===== src/rtl/xfer_pkg.sv =====
package xfer_pkg;
  typedef enum logic [1:0] {
    MODE_UP_AFTER   = 2'd0,
    MODE_UP_BEFORE  = 2'd1,
    MODE_DN_AFTER   = 2'd2,
    MODE_DN_BEFORE  = 2'd3
  } xfer_mode_e;
endpackage


===== src/rtl/xfer_popcount.sv =====
module xfer_popcount #(
  parameter int NREG  = 16,
  localparam int CNT_W = $clog2(NREG + 1)
) (
  input  logic [NREG-1:0]  vec_i,
  output logic [CNT_W-1:0] cnt_o
);
  always_comb begin
    cnt_o = '0;
    for (int i = 0; i < NREG; i++) cnt_o = cnt_o + CNT_W'(vec_i[i]);
  end
endmodule


===== src/rtl/xfer_prio_enc.sv =====
module xfer_prio_enc #(
  parameter int NREG  = 16,
  localparam int IDX_W = $clog2(NREG)
) (
  input  logic [NREG-1:0]  vec_i,
  output logic [IDX_W-1:0] idx_o,
  output logic             any_o
);
  // Scan high to low so the lowest set bit wins.
  always_comb begin
    idx_o = '0;
    any_o = |vec_i;
    for (int i = NREG - 1; i >= 0; i--) if (vec_i[i]) idx_o = IDX_W'(i);
  end
endmodule


===== src/rtl/xfer_addr_calc.sv =====
module xfer_addr_calc
  import xfer_pkg::*;
#(
  parameter int ADDR_W     = 32,
  parameter int NREG       = 16,
  parameter int WORD_BYTES = 4,
  localparam int CNT_W     = $clog2(NREG + 1)
) (
  input  logic [ADDR_W-1:0] base_i,
  input  logic [CNT_W-1:0]  cnt_i,
  input  logic [1:0]        mode_i,
  output logic [ADDR_W-1:0] first_o,
  output logic [ADDR_W-1:0] final_o
);
  localparam logic [ADDR_W-1:0] STEP = ADDR_W'(WORD_BYTES);

  logic [ADDR_W-1:0] span;
  xfer_mode_e        mode;

  assign span = ADDR_W'(cnt_i) * STEP;
  assign mode = xfer_mode_e'(mode_i);

  always_comb begin
    unique case (mode)
      MODE_UP_AFTER:  first_o = base_i;
      MODE_UP_BEFORE: first_o = base_i + STEP;
      MODE_DN_AFTER:  first_o = base_i - span + STEP;
      default:        first_o = base_i - span;
    endcase
    final_o = mode_i[1] ? (base_i - span) : (base_i + span);
  end
endmodule


===== src/rtl/blk_xfer_seq.sv =====
module blk_xfer_seq #(
  parameter int ADDR_W     = 32,
  parameter int NREG       = 16,
  parameter int WORD_BYTES = 4,
  localparam int IDX_W     = $clog2(NREG),
  localparam int CNT_W     = $clog2(NREG + 1)
) (
  input  logic              clk_i,
  input  logic              rst_ni,
  input  logic              start_i,
  input  logic [ADDR_W-1:0] base_i,
  input  logic [NREG-1:0]   list_i,
  input  logic [1:0]        mode_i,
  input  logic              load_i,
  input  logic              wb_en_i,
  output logic              busy_o,
  output logic              acc_valid_o,
  output logic [IDX_W-1:0]  acc_idx_o,
  output logic [ADDR_W-1:0] acc_addr_o,
  output logic              acc_load_o,
  output logic              done_o,
  output logic              wb_valid_o,
  output logic [ADDR_W-1:0] wb_base_o,
  output logic              pc_load_o
);
  localparam int PC_IDX = NREG - 1;

  logic              busy_q, done_q, load_q, wb_q, pc_q;
  logic [NREG-1:0]   pend_q, pend_next;
  logic [ADDR_W-1:0] addr_q, wb_base_q;
  logic [CNT_W-1:0]  cnt;
  logic [ADDR_W-1:0] first_addr, final_addr;
  logic [IDX_W-1:0]  cur_idx;
  logic              pend_any;

  xfer_popcount #(.NREG(NREG)) u_cnt (.vec_i(list_i), .cnt_o(cnt));

  xfer_addr_calc #(.ADDR_W(ADDR_W), .NREG(NREG), .WORD_BYTES(WORD_BYTES)) u_addr (
    .base_i(base_i), .cnt_i(cnt), .mode_i(mode_i),
    .first_o(first_addr), .final_o(final_addr)
  );

  xfer_prio_enc #(.NREG(NREG)) u_enc (.vec_i(pend_q), .idx_o(cur_idx), .any_o(pend_any));

  // Drop the lowest pending bit.
  assign pend_next = pend_q & (pend_q - 1'b1);

  always_ff @(posedge clk_i or negedge rst_ni) begin
    if (!rst_ni) begin
      busy_q    <= 1'b0;
      done_q    <= 1'b0;
      load_q    <= 1'b0;
      wb_q      <= 1'b0;
      pc_q      <= 1'b0;
      pend_q    <= '0;
      addr_q    <= '0;
      wb_base_q <= '0;
    end else begin
      done_q <= 1'b0;
      if (!busy_q) begin
        if (start_i) begin
          load_q    <= load_i;
          wb_q      <= wb_en_i;
          pc_q      <= load_i & list_i[PC_IDX];
          wb_base_q <= final_addr;
          if (list_i == '0) begin
            done_q <= 1'b1;
          end else begin
            busy_q <= 1'b1;
            pend_q <= list_i;
            addr_q <= first_addr;
          end
        end
      end else begin
        pend_q <= pend_next;
        addr_q <= addr_q + ADDR_W'(WORD_BYTES);
        if (pend_next == '0) begin
          busy_q <= 1'b0;
          done_q <= 1'b1;
        end
      end
    end
  end

  assign busy_o      = busy_q;
  assign acc_valid_o = busy_q & pend_any;
  assign acc_idx_o   = cur_idx;
  assign acc_addr_o  = addr_q;
  assign acc_load_o  = load_q;
  assign done_o      = done_q;
  assign wb_valid_o  = done_q & wb_q;
  assign wb_base_o   = wb_base_q;
  assign pc_load_o   = done_q & pc_q;
endmodule


===== config.mk =====
export PLATFORM = sky130hd
export DESIGN_NAME = blk_xfer_seq
export DESIGN_NICKNAME = d
export VERILOG_FILES = /design/src/rtl/xfer_pkg.sv /design/src/rtl/xfer_popcount.sv /design/src/rtl/xfer_prio_enc.sv /design/src/rtl/xfer_addr_calc.sv /design/src/rtl/blk_xfer_seq.sv
export SDC_FILE = /design/constraint.sdc
export NUM_CORES = 1
export LEC_CHECK = 0
export BUFFER_PORTS_ARGS = -buffer_cell sky130_fd_sc_hd__buf_2
export CORE_MARGIN = 1
export CORE_UTILIZATION = 50
export CTS_CLUSTER_DIAMETER = 100
export CTS_CLUSTER_SIZE = 10
export DETAILED_ROUTE_END_ITERATION = 12
export GPL_TIMING_DRIVEN = 0
export PLACE_DENSITY = 0.71
export SYNTH_ARGS = -nofsm -noshare
export SYNTH_HDL_FRONTEND = slang
export SYNTH_SLANG_ARGS = --single-unit

===== constraint.sdc =====
create_clock -name clk_i -period 3.4 [get_ports clk_i]
set_clock_uncertainty 0.2 [all_clocks]
set_input_delay 0.68 -clock clk_i [delete_from_list [all_inputs] [get_ports clk_i]]
set_output_delay 0.68 -clock clk_i [all_outputs]
set_load 0.05 [all_outputs]

# Yosys cells after proc, flatten, opt, wreduce, memory -nomap -nowiden

Index checks and enable logic that the tools add are counted.

Bits in registers: 85
Output and inout port bits: 74

Add/subtract/negate cells: 21
Equal/unequal tests: 3
Multiplexer cells: 32
Bitwise logic cells: 6
Reductions and logical operators: 7

Operator list:

| cell                  | count |
|---|---|
| $mux 32               | 4 |
| $add 32x3->32 const B | 3 |
| $pmux 32 s3           | 1 |
| $add 5x1->5           | 14 |
| $mux 4                | 16 |
| $mux 16               | 3 |
| $add 32x7->32         | 1 |
| $logic_not 16->1      | 2 |
| $sub 32x7->32         | 1 |
| $and 16x16->16        | 1 |
| $reduce_or 16->1      | 1 |
| $sub 16x1->16 const B | 1 |
| $mux 1                | 8 |
| $and 1x1->1           | 4 |
| $reduce_and 2->1      | 2 |
| $add 1x1->2           | 1 |
| $eq 2x1->1 const B    | 1 |
| $eq 2x2->1 const B    | 1 |
| $logic_not 2->1       | 1 |
| $ne 2x2->1 const B    | 1 |
| $reduce_bool 2->1     | 1 |
| $not 1->1             | 1 |

# Depth between registers and ports, before layout

Word-level depth: 21
Depth in mapped cells: 27

# Hierarchy

A second synthesis with hierarchy kept.

Cells, all modules: 1107
Area total of the unflattened synthesis: 8509.4 um^2

Modules (own cells, without submodules):

| module         | instances | cells each | area each (um^2) |
|---|---|---|---|
| blk_xfer_seq   | 1         | 467        | 4217.8 |
| xfer_addr_calc | 1         | 559        | 3707.3 |
| xfer_popcount  | 1         | 47         | 407.9 |
| xfer_prio_enc  | 1         | 34         | 176.4 |

# Worst setup path after synthesis

No wires, ideal clock.

Path kind: input port to flip-flop
From: in list_i[0]
To: reg addr_q[25], in the netlist acc_addr_o[25]
Library setup time: 0.141 ns
Arrival time: 6.726 ns
Slack: -3.666 ns
Stages: 20
Path through: inv_1 ha_1 inv_1 fa_1 fa_1 fa_1 fa_1 fa_1 fa_1 inv_1 fa_1 or4_4 nand2_2 nor3_2 nor4_1 o32ai_4 nor4_4 mux2i_1 mux2i_1 o311ai_1

Cells in the longest elaborated chain, start to end: 21
Elaborated cells on any way between the ends: 24
Classes of those cells: 17 x add/sub; 1 x eq/ne; 4 x mux; 2 x reduce/logical

RTL lines:

| what                      | line                                       | RTL |
|---|---|---|
| start, declared           | blk_xfer_seq.sv:12                         | `input logic [NREG-1:0] list_i,` |
| $add 1x1->2               | xfer_popcount.sv:10                        | `for (int i = 0; i < NREG; i++) cnt_o = cnt_o + CNT_W'(vec_i[i]);` |
| $add 5x1->5 (14 in a row) | xfer_popcount.sv:10                        |  |
| $sub 32x7->32             | xfer_addr_calc.sv:27, xfer_addr_calc.sv:28 |  |
| $add 32x3->32             | xfer_addr_calc.sv:27                       | `MODE_DN_AFTER: first_o = base_i - span + STEP;` |
| $pmux 32 s3               | xfer_addr_calc.sv:24                       | `unique case (mode)` |
| $mux 32                   | blk_xfer_seq.sv:66                         | `if (list_i == '0) begin` |
| $mux 32                   | blk_xfer_seq.sv:61                         | `if (start_i) begin` |
| $mux 32                   | blk_xfer_seq.sv:60                         | `if (!busy_q) begin` |
| end signal, assigned      | blk_xfer_seq.sv:71                         | `addr_q <= first_addr;` |
| end signal, assigned      | blk_xfer_seq.sv:76                         | `addr_q <= addr_q + ADDR_W'(WORD_BYTES);` |
| end, declared             | blk_xfer_seq.sv:30                         | `logic [ADDR_W-1:0] addr_q, wb_base_q;` |

Several ways; a longest one is shown, not always the timed one. The select of a mux whose other input is x is not followed.
A chain may end at the register's enable or synchronous reset.

# Worst setup path in the final report

From: in list_i[1]
To: reg addr_q[25], in the netlist acc_addr_o[25]

Same word-level chain as after synthesis.

==> flow_metrics.env <==
export IMPL_run_status="finished, violations left"
export IMPL_failed_checks="negative setup slack"
export IMPL_instances_no_fill=1547
export IMPL_ios=129
export IMPL_die_area_mm2=0.0174
export IMPL_die_width_um=132
export IMPL_dpl_cell_count=1449
export IMPL_synth_edf_count=0
export IMPL_cts_buffer_depth=2
export IMPL_synthAdderAreaFrac_pct=6.22
export IMPL_final_common_cell="nand2_1"
export IMPL_layout_common_cells="nand2_1 (133), buf_2 (122), dfrtp_1 (85)"
export IMPL_power_leakage_nw=4.76
export IMPL_synth_seq_cells=85
export IMPL_hp_class="input pin to asynchronous set/reset pin"
export IMPL_grt_usage_pct=38.0
export IMPL_netlist_area_mm2=0.00845
export IMPL_clock_latency_ns=0.36
export IMPL_drive_gt1_share_pct=34.4
export IMPL_h_tree_depth=3
export IMPL_fillCellCount=1276
export IMPL_finalMaxSlewViolations=0
export IMPL_avgRoutedWirePerCell_um=22.2
export IMPL_cts_made_buffers=9
export IMPL_fin_crit_ns=6.89
export IMPL_grt_pass1_wl_um=51000
export IMPL_cpPeakStageDelay_ns=0.61
export IMPL_start_kind="input pin"
export IMPL_grt_pass1_vias=9253
export IMPL_min_period_over_period_pct=203
export IMPL_rsz0062_at_grt="true"
export IMPL_fmax_mhz=145
export IMPL_setup_viol_count_final=60
export IMPL_viasPerCell=6.46
export IMPL_path_class="input pin to register"
export IMPL_hpwl_um=23800
export IMPL_yosys_area_share_simple_pct=27.9
export IMPL_ys_flop_type="dfrtp_1"
export IMPL_dr_pass1_iters=8
export IMPL_synth_cell_types=89
export IMPL_hold_viol=0
export IMPL_yosys_warnings=0
export IMPL_worstSetupEndpointType="register"
export IMPL_ant_nets=0
export IMPL_relSlewSlack_pct=23.8
export IMPL_coreArea_mm2=0.0165
export IMPL_required_ns=3.42
export IMPL_wirelength_um=34400
export IMPL_drt_iter0_drc=1297
export IMPL_tns_ns=-165.55
export IMPL_p_total_mw=10.6
export IMPL_grt_ovfl_total=0
export IMPL_dpl_instance_area_mm2=0.00978
export IMPL_ys_seq_area_share_pct=25.2
export IMPL_hold_ws_ns=0.113
export IMPL_routabilityCongestion=1.00
export IMPL_drc=0
export IMPL_drv_cap=0
export IMPL_rrSetupSlack_ns=0.40
export IMPL_synth_xor_area_share_pct=10.1
export IMPL_grt_max_degree=45
export IMPL_cp_arrival_ns=6.92
export IMPL_initial_core_util_pct=51.2
export IMPL_syn_area_per_cell_um2=7.63
export IMPL_utilization_pct=71.8
export IMPL_stdcell_area_mm2=0.0119
export IMPL_place_ws_ns=-4.35
export IMPL_path_cells="buf_12 > inv_8 > ha_4 > inv_2 > fa_1 > fa_1 > fa_1 > fa_1 > fa_2 > fa_2 > inv_4 > ha_4 > or2_4 > a2111o_1 > nand4b_1 > mux2i_2 > o32ai_4 > nor4_4 > mux2i_1 > mux2i_1 > o311ai_1"
export IMPL_synth_nets=1197
export IMPL_die_y_um=132
export IMPL_muxShareOfSynthArea_pct=1.44
export IMPL_vias=9991
export IMPL_synth_top_family_by_area="simple AND/OR/NAND/NOR gates"
export IMPL_netlist_instances=1108
export IMPL_syn_to_final_growth_pct=40.4
export IMPL_rows=47
export IMPL_path_max_fanout=4
export IMPL_root_buffer="clkbuf_16"
export IMPL_vdd_drop_max_mv=0.790
export IMPL_crit_top_cell="fa_1"
export IMPL_cts_tree="built"
export IMPL_grt_antenna_before_repair=0
export IMPL_diodes=0
export IMPL_synth_compound_area_share_pct=23.4
export IMPL_worst_slew_pin_transition_ns=1.13
export IMPL_hold_buffers=0
export IMPL_nets=1411
export IMPL_path_clk_slew_ns=0.08
export IMPL_clock_sinks=85
export IMPL_io_buffers=120
export IMPL_synth_async_reset_ratio_pct=100
export IMPL_power_density_mw_per_mm2=890
export IMPL_crit_path_top_delay_cell="fa_2"
export IMPL_layout_setup_ws_ns=-3.49
Yosys cell counts (all sizes together), types with 21 or more instances:
cell type | number | area share, %
dfrtp | 85 | 25
nor3 | 37 | 2.3
a21oi | 91 | 5.4
a211oi | 24 | 2.1
inv | 50 | 2.2
clkbuf | 55 | 2.4
ha | 22 | 3.3
o21ai | 87 | 5.2
nor2 | 86 | 3.9
nand3 | 37 | 2.2
nand4 | 21 | 1.6
xor2 | 31 | 3.3
nand2 | 147 | 6.6
nor4 | 27 | 3.2
xnor2 | 66 | 6.8
sequential cells by signal, indices dropped and copies added (netlist names):
signal / cells
acc_load_o: 1
busy_o: 1
done_o: 1
pend_q: 16
wb_base_o: 32
wb_q: 1
pc_q: 1
acc_addr_o: 32
final timing paths:
check,to,cells past startpoint,from
worst min register to register,pc_q,2,pc_q
worst min-delay path,acc_load_o,1,rst_ni
worst max-delay path,acc_addr_o[25],21,list_i[1]
max in group asynchronous,wb_base_o[10],2,rst_ni
worst max register to register,acc_addr_o[28],11,acc_addr_o[2]
min in group clk_i,pc_q,2,pc_q
layer usage:
metal / part of all wire (%) / track usage [%]
met1: 39 / 48.6
met2: 45 / 60.1
met3: 10 / 7.73
met4: 5.6 / 21.6
met5: 0 / 0
worst max-delay path, delay by kind of cell:
| kind | cells | cell delay (ns) |
|---|---|---|
| adders and majority gates | 8 | 3.35 |
| and+or+nand+nor | 3 | 0.91 |
| muxes | 3 | 0.88 |
| AOI/OAI and AO/OA | 3 | 0.86 |
| buffers and inverters | 4 | 0.19 |
layout make-up:
cell class / instances / area, um^2 / share of cell area (%)
multi-input combinational: 901 / 7200 / 60.7
tap: 220 / 275 / 2.32
clock inverter: 4 / 30.0 / 0.253
inverter: 52 / 213 / 1.79
sequential: 85 / 2130 / 17.9
clock buffer: 12 / 256 / 2.16
buffer: 70 / 314 / 2.65
timing repair buffer: 203 / 1450 / 12.2
where the power goes:
group | internal, mW | leakage (nW) | switching (mW)
Sequential | 1.47 | 1.05 | 0.472
Clock | 0.541 | 0.140 | 0.470
Combinational | 2.76 | 3.57 | 4.85
Total | 4.77 | 4.76 | 5.79
cells by family (layout without fill, tap and decap cells):
kind of cell / Yosys count / after routing
AO/OA/AOI/OAI: 308 / 308
XOR/XNOR: 97 / 97
AND/OR/NAND/NOR: 449 / 449
multiplexers: 12 / 12
buffers and inverters: 122 / 341
adder cells (fa/ha/maj): 35 / 35
flip-flops: 85 / 85
timing repair:
action	CTS	global route
pin swaps	84	68
buffers inserted	54	31
resized for setup	173	93
endpoints found under the setup margin	60	61
Note: power is estimated with default switching activity, not from simulation.
